## src/rtl/hmb_pkg.sv

```systemverilog
package hmb_pkg;

    typedef enum logic [1:0] {
        MSG_HIT    = 2'd0,
        MSG_EPOCH  = 2'd1,
        MSG_PARERR = 2'd2
    } msg_kind_t;

    typedef enum logic [1:0] {
        ST_IDLE  = 2'd0,
        ST_HIT   = 2'd1,
        ST_EPOCH = 2'd2
    } fsm_t;

endpackage

```

## src/rtl/hmb_slot.sv

```systemverilog
module hmb_slot #(
    parameter int HIT_W = 16,
    parameter int OFS_W = 12
) (
    input  logic             clk,
    input  logic             rst_n,
    input  logic             cap_i,
    input  logic             pop_i,
    input  logic [HIT_W-1:0] data_i,
    input  logic             par_i,
    input  logic [OFS_W-1:0] ofs_i,
    input  logic [OFS_W-1:0] now_ofs_i,
    input  logic             par_en_i,
    output logic             full_o,
    output logic [HIT_W-1:0] data_o,
    output logic [OFS_W-1:0] ofs_o,
    output logic             late_o,
    output logic             bad_o
);

    always_ff @(posedge clk or negedge rst_n) begin
        if (!rst_n) begin
            full_o <= 1'b0;
            data_o <= '0;
            ofs_o  <= '0;
            late_o <= 1'b0;
            bad_o  <= 1'b0;
        end else if (cap_i) begin
            full_o <= 1'b1;
            data_o <= data_i;
            ofs_o  <= ofs_i;
            late_o <= (ofs_i > now_ofs_i);
            bad_o  <= par_en_i & (^{data_i, par_i});
        end else if (pop_i) begin
            full_o <= 1'b0;
        end
    end

    AST_CAP_ONLY_EMPTY: assert property (@(posedge clk) disable iff (!rst_n)
        cap_i |-> !full_o);

    AST_POP_ONLY_FULL: assert property (@(posedge clk) disable iff (!rst_n)
        pop_i |-> full_o);

    AST_NO_BAD_WHEN_OFF: assert property (@(posedge clk) disable iff (!rst_n)
        (cap_i && !par_en_i) |=> !bad_o);

endmodule

```

## src/rtl/hmb_pick.sv

```systemverilog
module hmb_pick #(
    parameter int N  = 4,
    parameter int IW = (N > 1) ? $clog2(N) : 1
) (
    input  logic [N-1:0]  req_i,
    output logic          any_o,
    output logic [IW-1:0] idx_o
);

    always_comb begin
        any_o = |req_i;
        idx_o = '0;
        for (int i = N - 1; i >= 0; i--) begin
            if (req_i[i]) idx_o = IW'(i);
        end
    end

endmodule

```

## src/rtl/hit_msg_builder.sv

```systemverilog
module hit_msg_builder #(
    parameter int NCHIP   = 4,
    parameter int HIT_W   = 16,
    parameter int OFS_W   = 12,
    parameter int EPOCH_W = 32,
    localparam int CHIP_W = (NCHIP > 1) ? $clog2(NCHIP) : 1,
    localparam int TS_W   = OFS_W + EPOCH_W
) (
    input  logic                        clk,
    input  logic                        rst_n,
    input  logic [NCHIP-1:0]            chip_mask,
    input  logic                        parity_en,
    input  logic [TS_W-1:0]             ts_now,
    input  logic [NCHIP-1:0]            hit_valid,
    input  logic [NCHIP-1:0]            hit_par,
    input  logic [NCHIP-1:0][HIT_W-1:0] hit_data,
    input  logic [NCHIP-1:0][OFS_W-1:0] hit_ofs,
    output logic [NCHIP-1:0]            hit_ready,
    output logic [NCHIP-1:0]            hit_seen,
    output logic                        msg_valid,
    input  logic                        msg_ready,
    output logic [1:0]                  msg_kind,
    output logic [CHIP_W-1:0]           msg_chip,
    output logic                        msg_late,
    output logic [OFS_W-1:0]            msg_ofs,
    output logic [EPOCH_W-1:0]          msg_data
);
    import hmb_pkg::*;

    fsm_t               state_q, state_d;
    logic [EPOCH_W-1:0] epoch_q;
    logic [EPOCH_W-1:0] epoch_now;
    logic [OFS_W-1:0]   ofs_now;
    logic               open;

    logic [NCHIP-1:0]   cap, pop, full, late, bad;
    logic [HIT_W-1:0]   s_data [NCHIP];
    logic [OFS_W-1:0]   s_ofs  [NCHIP];
    logic               pick_any;
    logic [CHIP_W-1:0]  pick_idx;

    assign epoch_now = ts_now[TS_W-1:OFS_W];
    assign ofs_now   = ts_now[OFS_W-1:0];
    assign open      = (epoch_now == epoch_q);
    assign hit_ready = ~full & {NCHIP{open}};
    assign cap       = hit_valid & chip_mask & hit_ready;

    genvar g;
    generate
        for (g = 0; g < NCHIP; g++) begin : g_slot
            assign pop[g] = (state_q == ST_IDLE) && pick_any && (pick_idx == CHIP_W'(g));

            hmb_slot #(.HIT_W(HIT_W), .OFS_W(OFS_W)) u_slot (
                .clk       (clk),
                .rst_n     (rst_n),
                .cap_i     (cap[g]),
                .pop_i     (pop[g]),
                .data_i    (hit_data[g]),
                .par_i     (hit_par[g]),
                .ofs_i     (hit_ofs[g]),
                .now_ofs_i (ofs_now),
                .par_en_i  (parity_en),
                .full_o    (full[g]),
                .data_o    (s_data[g]),
                .ofs_o     (s_ofs[g]),
                .late_o    (late[g]),
                .bad_o     (bad[g])
            );

            AST_SEEN_NEEDS_MASK: assert property (@(posedge clk) disable iff (!rst_n)
                hit_seen[g] |-> $past(chip_mask[g] && hit_valid[g]));
        end
    endgenerate

    hmb_pick #(.N(NCHIP), .IW(CHIP_W)) u_pick (
        .req_i (full),
        .any_o (pick_any),
        .idx_o (pick_idx)
    );

    // state register
    always_ff @(posedge clk or negedge rst_n) begin
        if (!rst_n) state_q <= ST_IDLE;
        else        state_q <= state_d;
    end

    always_comb begin
        state_d = state_q;
        unique case (state_q)
            ST_IDLE: begin
                if (pick_any)   state_d = ST_HIT;
                else if (!open) state_d = ST_EPOCH;
            end
            ST_HIT, ST_EPOCH: begin
                if (msg_ready) state_d = ST_IDLE;
            end
            default: state_d = ST_IDLE;
        endcase
    end

    assign msg_valid = (state_q != ST_IDLE);

    // output and epoch registers
    always_ff @(posedge clk or negedge rst_n) begin
        if (!rst_n) begin
            epoch_q  <= '0;
            hit_seen <= '0;
            msg_kind <= '0;
            msg_chip <= '0;
            msg_late <= 1'b0;
            msg_ofs  <= '0;
            msg_data <= '0;
        end else begin
            hit_seen <= cap;
            if (state_q == ST_IDLE) begin
                if (pick_any) begin
                    msg_kind <= bad[pick_idx] ? MSG_PARERR : MSG_HIT;
                    msg_chip <= pick_idx;
                    msg_late <= late[pick_idx];
                    msg_ofs  <= s_ofs[pick_idx];
                    msg_data <= bad[pick_idx] ? '0 : EPOCH_W'(s_data[pick_idx]);
                end else if (!open) begin
                    msg_kind <= MSG_EPOCH;
                    msg_chip <= '0;
                    msg_late <= 1'b0;
                    msg_ofs  <= '0;
                    msg_data <= epoch_now;
                    epoch_q  <= epoch_now;
                end
            end
        end
    end

    AST_HOLD_STABLE: assert property (@(posedge clk) disable iff (!rst_n)
        (msg_valid && !msg_ready) |=> (msg_valid && $stable(msg_data) && $stable(msg_kind)
                                       && $stable(msg_chip) && $stable(msg_ofs)));

    AST_HIT_BEFORE_EPOCH: assert property (@(posedge clk) disable iff (!rst_n)
        (state_q == ST_IDLE && pick_any) |=> (msg_valid && msg_kind != MSG_EPOCH));

    AST_EPOCH_MATCH: assert property (@(posedge clk) disable iff (!rst_n)
        (msg_valid && msg_kind == MSG_EPOCH) |-> (msg_data == epoch_q));

    AST_NO_CAP_STALE: assert property (@(posedge clk) disable iff (!rst_n)
        !open |-> (hit_ready == '0));

endmodule

```

## config.mk

```make
export PLATFORM = sky130hd
export DESIGN_NAME = hit_msg_builder
export DESIGN_NICKNAME = d
export VERILOG_FILES = /design/src/rtl/hmb_pkg.sv /design/src/rtl/hmb_slot.sv /design/src/rtl/hmb_pick.sv /design/src/rtl/hit_msg_builder.sv
export SDC_FILE = /design/constraint.sdc
export NUM_CORES = 1
export LEC_CHECK = 0
export BUFFER_PORTS_ARGS = -buffer_cell sky130_fd_sc_hd__buf_2
export CORE_ASPECT_RATIO = 1.1
export CORE_MARGIN = 2
export CORE_UTILIZATION = 40
export CTS_CLUSTER_DIAMETER = 60
export CTS_CLUSTER_SIZE = 40
export DETAILED_ROUTE_END_ITERATION = 6
export PLACE_DENSITY_LB_ADDON = 0.3
export SYNTH_ARGS = -nofsm -noshare
export SYNTH_HDL_FRONTEND = slang
export SYNTH_HIERARCHICAL = 1
export SYNTH_SLANG_ARGS = --single-unit
export TNS_END_PERCENT = 30
```

## constraint.sdc

```tcl
create_clock -name clk -period 2.76 [get_ports clk]
set_input_delay 0.69 -clock clk [delete_from_list [all_inputs] [get_ports clk]]
set_output_delay 0.69 -clock clk [all_outputs]
set_load 0.01 [all_outputs]
```

==> summary.txt, run 1 <==
Status: complete, but fails checks
Violated checks: negative setup slack
Worst Tran Pin Value: 0.567 ns
Final Critical Period: 2.93 ns
Leakage: 6.91 nW
Final WL: 29200 µm
Clk buf depth: 3
Tcrit/Tclk final: 106%
Tot Pwr: 8.79 mW
Unique cell type count in the Yosys netlist: 41
Worst-path cell chain: xor2_1 > nor4_1 > buf_4 > nand4_1 > or2_4 > nor2_2 > buf_6
Final hold vios: 0
Slew margin rel.: 62.2%
Synth Register Bits: 211
Detail Placement HPWL: 22000 µm
Die area: 0.0289 mm²
Top cells by area, synth: dfrtp_1, mux2_2, mux4_2
Drt drc: 0
Crit path required time: 2.07 ns
Antenna violations before repair: 0
Setup Skew: 0.0242 ns
Post-DRT Antenna Nets: 0
Avg Inst Size Synth: 12.8 µm²
Critical Path Fanout Max: 7
Register area share after synthesis: 47.9%
Wire per inst: 19.5 µm
Tot GR Track Use: 20.2%
Cell taking the most area after synthesis: dfrtp_1
Top-count cell post-synth: dfrtp_1
Final setup violation count: 4
CTS tree: done
Most instantiated cells after synthesis: dfrtp_1, mux2_2, inv_1
Cts bufs inserted: 17
Htree depth: 1
Max stage delay on crit path: 0.40 ns
Reg2Reg Depth: 9
Post-Syn Nets: 1080
Hold Path Class: input pin to async pin
Detailed-router iteration count before antenna repair: 4
Syn Inst Count: 859
Clk_lat worst skew: 0.50 ns
Critical-path top delay cell: dfrtp_1
Arr. time, crit path: 2.24 ns
Iter 0 DRT Violations: 408
Vias: 7743
Synth Cell Area: 0.0110 mm²
Vias in the first global route: 7897
WHS: 0.193 ns
CP Class: flip-flop to output port
Grt total ovfl: 0
I/O pin count: 230
Worst setup margin: -0.173 ns
Ys flop type: dfrtp_1
Rows: 63
Die height: 178 µm
CTS Sinks: 211
CTS clk-pin slew, worst paths: 0.10 ns
Clock root buffer: clkbuf_16
Share of cells above drive strength 1: 46.0%
Critical Path End Type: output port
Starting Density: 40.7%
Power Density: 638 mW/mm²
Global-route wire length before repair: 45100 µm
Die Wd: 162 µm
Net count, final: 1348
Post-synth top area share: 47.9%
Area added between synthesis and finish: 25.1%
Final core occ: 51.0%
Slew Viols, Final: 0
DR vias/cell: 5.18
Max frequency: 341 MHz
Asr flop ratio synth: 100%
Core ar.: 0.0270 mm²
Placer Congestion: 0.828
Yosys synthesis warning count: 6
Antenna diodes: 0
Hold buffers post-CTS: 0
Worst vdd ir: 0.427 mV
PortBufs: 229
TNS Setup: -0.635 ns
Pin count of the biggest net entering global routing: 62
RSZ-0062 raised after global routing: true
Worst Setup Start Kind: flip-flop
Max-cap violations: 0
EDFF count, synth: 0
==> metrics by stage <==
step,setup WS (ns),cells,area (µm²)
6_report,-0.173,1494,13800
5_1_grt,-0.278,1494,13800
4_1_cts,-0.207,1493,13800
3_5_place_dp,-0.460,1461,13100
3_3_place_gp,-0.471,1461,13100
2_1_floorplan,-0.0190,859,11200
==> cell type report <==
type / instances / area (µm²)
Multi-Input combinational cell: 520 / 5330
Fill cell: 2445 / 13300
Inverter: 85 / 319
Tap cell: 357 / 447
Sequential cell: 211 / 5280
Timing Repair Buffer: 292 / 1840
Clock buffer: 18 / 439
Clock inverter: 11 / 123
==> flip-flops by register name (all words and copies together), names as in the netlist <==
register              count
epoch_q                  32
g_slot.u_slot/bad_o       4
g_slot.u_slot/data_o     64
g_slot.u_slot/full_o      4
g_slot.u_slot/late_o      4
g_slot.u_slot/ofs_o      48
hit_seen                  4
msg_chip                  2
msg_data                 32
msg_kind                  2
msg_late                  1
msg_ofs                  12
state_q                   2
==> worst max-delay path, delay by kind of cell (launching register included) <==
| kind | cells | cell delay [ns] |
|---|---|---|
| xor gates and xnor gates | 1 | 0.16 |
| and+or+nand+nor | 4 | 0.89 |
| buffers and inverters | 2 | 0.29 |
| DFF | 1 | 0.40 |
==> cell families (layout without fill, tap and decap cells) <==
| logic type | after synthesis | count (layout) | share of synthesized area [%] |
|---|---|---|---|
| XOR/XNOR | 92 | 92 | 7.82 |
| buffers and inverters | 128 | 406 | 4.70 |
| AND/OR/NAND/NOR | 80 | 80 | 4.00 |
| adder cells (fa/ha/maj) | 49 | 49 | 5.57 |
| flip-flops | 211 | 211 | 47.9 |
| AO/OA/AOI/OAI | 109 | 109 | 7.46 |
| multiplexers | 190 | 190 | 22.5 |
==> what timing repair did <==
action,4_1_cts,5_1_grt
pin swaps,4,4
endpoints found under the setup margin,5,47
buffers inserted,4,1
gates resized for setup,13,4
==> final timing paths <==
check / slack, ns / from / endpoint
max: -0.17 / epoch_q[26] / hit_ready[1]
min: 0.19 / rst_n / epoch_q[24]
max reg2reg: 0.13 / epoch_q[26] / g_slot[2].u_slot/data_o[0]
min reg2reg: 0.49 / msg_data[23] / msg_data[23]
max in group asynchronous: 1.81 / rst_n / msg_data[8]
min in group clk: 0.45 / hit_data[9] / g_slot[0].u_slot/data_o[9]
==> report_power, final <==
| part | switching (mW) | leakage (nW) | internal (mW) |
|---|---|---|---|
| Sequential | 0.274 | 2.78 | 3.57 |
| Combinational | 1.20 | 3.85 | 1.25 |
| Clock | 1.26 | 0.276 | 1.22 |
==> routing by layer <==
layer  GRT usage, %  vias up  wire length [µm]  part of all wire, %
met5              0        -                 0                    0
met4           4.35        0               450                  1.5
met3           2.84       26              1630                  5.6
met2           32.4      232             13400                   46
met1           29.4     3890             13700                   47
li1               -     3595                 -                    -
==> placed cells by master (no fill, tap or decap), types with 3 or more instances in the layout <==
master,instances
nor2b_1,5
nor4_1,5
buf_2,224
xnor3_1,4
a31o_1,4
nand3_1,4
nand4_1,10
clkinv_4,3
o21ai_0,17
a21oi_1,11
mux2_1,4
inv_1,85
a21o_1,16
buf_12,15
a22o_1,16
xnor2_1,52
a41oi_1,4
mux4_2,30
a32o_1,16
o41ai_1,4
xor2_1,36
nor3_4,4
clkinv_8,4
nor4_2,3
clkbuf_16,17
o21a_1,4
buf_4,48
ha_1,49
nor2_1,11
mux2_2,156
nor2_4,3
o22ai_1,8
clkinv_2,3
nand3b_1,16
nand2_1,12
dfrtp_1,211
a2111oi_0,4
buf_6,4
Note: power is estimated with default switching activity, not from simulation.
==> run 2: changes to the inputs <==
CELL_PAD_IN_SITES_DETAIL_PLACEMENT = 2   (was unset)
CELL_PAD_IN_SITES_GLOBAL_PLACEMENT = 2   (was unset)
CORE_UTILIZATION = 28   (was 40)
==> run 2 against run 1 <==
Net effect: clock-buffer cell count rose by 10; register-to-register slack worse by 0.17 ns; via count is 3.8% higher; highest routed layer is now met5; combinational power grew 8.2%; the flow still finishes with violations (negative setup slack).
==> summary.txt, run 2 (synthesis results as in run 1) <==
Hold Path Class: input pin to async pin
Setup WS pre-CTS: -0.562 ns
Worst Tran Pin Value: 0.681 ns
R2R Path Start: epoch_q[31]
Vias: 8041
Net count, final: 1372
CP Class: flip-flop to output port
Net Sw Frac: 31.8%
Worst vdd ir: 0.418 mV
Slew Viols, Final: 0
Drt drc: 0
Critical Path End Type: output port
Final Critical Period: 2.95 ns
RSZ-0062 raised after global routing: true
P_sw: 3.18 mW
I/O pin count: 230
Worst r2r dst: g_slot[0].u_slot/ofs_o[8]
Post-DRT Antenna Nets: 0
Grt total ovfl: 0
PortBufs: 229
DR vias/cell: 4.80
Htree depth: 1
Placer Congestion: 0.788
Starting Density: 28.2%
Final hold vios: 0
Violated checks: negative setup slack
Crit path required time: 2.07 ns
Antenna diodes: 0
Die Wd: 193 µm
TNS Setup: -1.10 ns
CTS Sinks: 211
Die area: 0.0409 mm²
Max frequency: 339 MHz
Cts bufs inserted: 25
Core ar.: 0.0390 mm²
Detailed-router iteration count before antenna repair: 4
Iter 0 DRT Violations: 209
Fillers: 4095
Seq pwr share: 38.8%
Most common cell after layout, fill and taps aside: buf_2
Part of the power in combinational logic: 26.5%
Worst Path Buf+Inv: 1
Arr. time, crit path: 2.26 ns
Clock network fraction of total power: 34.8%
Critical-path top delay cell: dfrtp_1
Clk_lat worst skew: 0.54 ns
Worst path top cell family by delay: simple AND/OR/NAND/NOR gates
Dpl cell area: 0.0133 mm²
Slew margin rel.: 54.0%
Wire per inst: 22.6 µm
Design area: 0.0146 mm²
Final WL: 38000 µm
Worst Setup Start Kind: flip-flop
Area added between synthesis and finish: 32.7%
Power Density: 684 mW/mm²
Critical Path Fanout Max: 5
Commonest non-fill, non-tap cells in the layout: buf_2, dfrtp_1, mux2_2
CTS tree: done
Int Power: 6.82 mW
Final setup violation count: 15
Detail Placement HPWL: 27400 µm
Worst-path cell chain: xor2_2 > nor4_4 > nand4_1 > or2_4 > nor2_4 > buf_6
Global-route wire length before repair: 56200 µm
Antenna violations before repair: 1
Final core occ: 37.5%
Register-to-register setup slack: -0.04 ns
Setup Skew: 0.0209 ns
Worst setup margin: -0.191 ns
Tot GR Track Use: 18.5%
Max stage delay on crit path: 0.41 ns
Status: complete, but fails checks
Tcrit/Tclk final: 107%
Die height: 212 µm
Share of cells above drive strength 1: 47.9%
Max-cap violations: 0
Max FFs per register: 64
Reg2Reg Depth: 9
Largest registers: g_slot.u_slot/data_o x64, g_slot.u_slot/ofs_o x48
CTS clk-pin slew, worst paths: 0.07 ns
Clock root buffer: clkbuf_16
Biggest register: g_slot.u_slot/data_o
Vias in the first global route: 9154
Leakage: 7.20 nW
Pin count of the biggest net entering global routing: 72
Clk buf depth: 3
Rows: 76
run 2: cell count changes in the layout (fill, tap and decap cells not counted), sizes merged:
cell	before	now
buf	291	303
clkinv	10	7
bufbuf	0	3
inv	86	92
clkinvlp	0	1
clkbuf	19	30
bufinv	0	2
run 2: worst reg2reg max path, delay by kind of cell, from the launching register on:
kind	cells	cell delay [ns]
simple gates	4	1.09
buf+inv	3	0.66
mux	1	0.36
flops	1	0.41
xor+xnor	1	0.18
run 2: how the worst max path moves through the flow:
| stage | start | end | slack, ns | cells after the start |
|---|---|---|---|---|
| floorplan | ts_now[17] | g_slot[0].u_slot/data_o[10] | -0.02 | 10 |
| global placement | ts_now[24] | hit_ready[3] | -0.55 | 8 |
| detailed placement | ts_now[24] | hit_ready[3] | -0.56 | 8 |
| CTS | epoch_q[14] | hit_ready[3] | -0.27 | 6 |
| global route | epoch_q[29] | hit_ready[3] | -0.26 | 6 |
| finish | epoch_q[31] | hit_ready[2] | -0.19 | 6 |
run 2: area by class of cell:
type,count,area [µm²],area share (%)
Sequential cell,211,5280,36.1
Tap cell,507,634,4.34
Clock buffer,28,657,4.50
Multi-Input combinational cell,520,5400,37.0
Inverter,85,319,2.18
Clock inverter,17,200,1.37
Timing Repair Buffer,308,2120,14.5
run 2: repair_timing:
item / CTS / global route
pin swaps: 12 / 10
buffers inserted: 11 / 6
endpoints found under the hold margin: 0 / 0
endpoints found under the setup margin: 89 / 120
gates resized for setup: 21 / 6
gates cloned: 4 / 2
hold buffers: 0 / 0
run 2: power groups by stage:
stage / combinational [mW] / sequential, mW / clock (mW)
floorplan: 1.35 / 3.98 / 0
global placement: 2.49 / 3.90 / 0
detailed placement: 2.55 / 3.93 / 0
CTS: 2.65 / 3.88 / 3.58
global route: 2.88 / 3.94 / 3.69
finish: 2.65 / 3.88 / 3.47
run 2: per-layer routing:
layer	global-route usage [%]	wire length, µm	vias up
met3	2.28	1470	38
met2	32.1	19400	176
met1	24.5	16400	4172
met5	0	15	-
met4	4.23	651	2
li1	-	-	3653
run 2: metrics by stage:
step	total power, mW	instances	hold slack (ns)
2_1_floorplan	5.34	859	0.394
3_3_place_gp	6.39	1611	0.469
3_5_place_dp	6.48	1611	0.477
4_1_cts	10.1	1669	0.148
5_1_grt	10.5	1676	0.160
6_report	10.0	1676	0.134
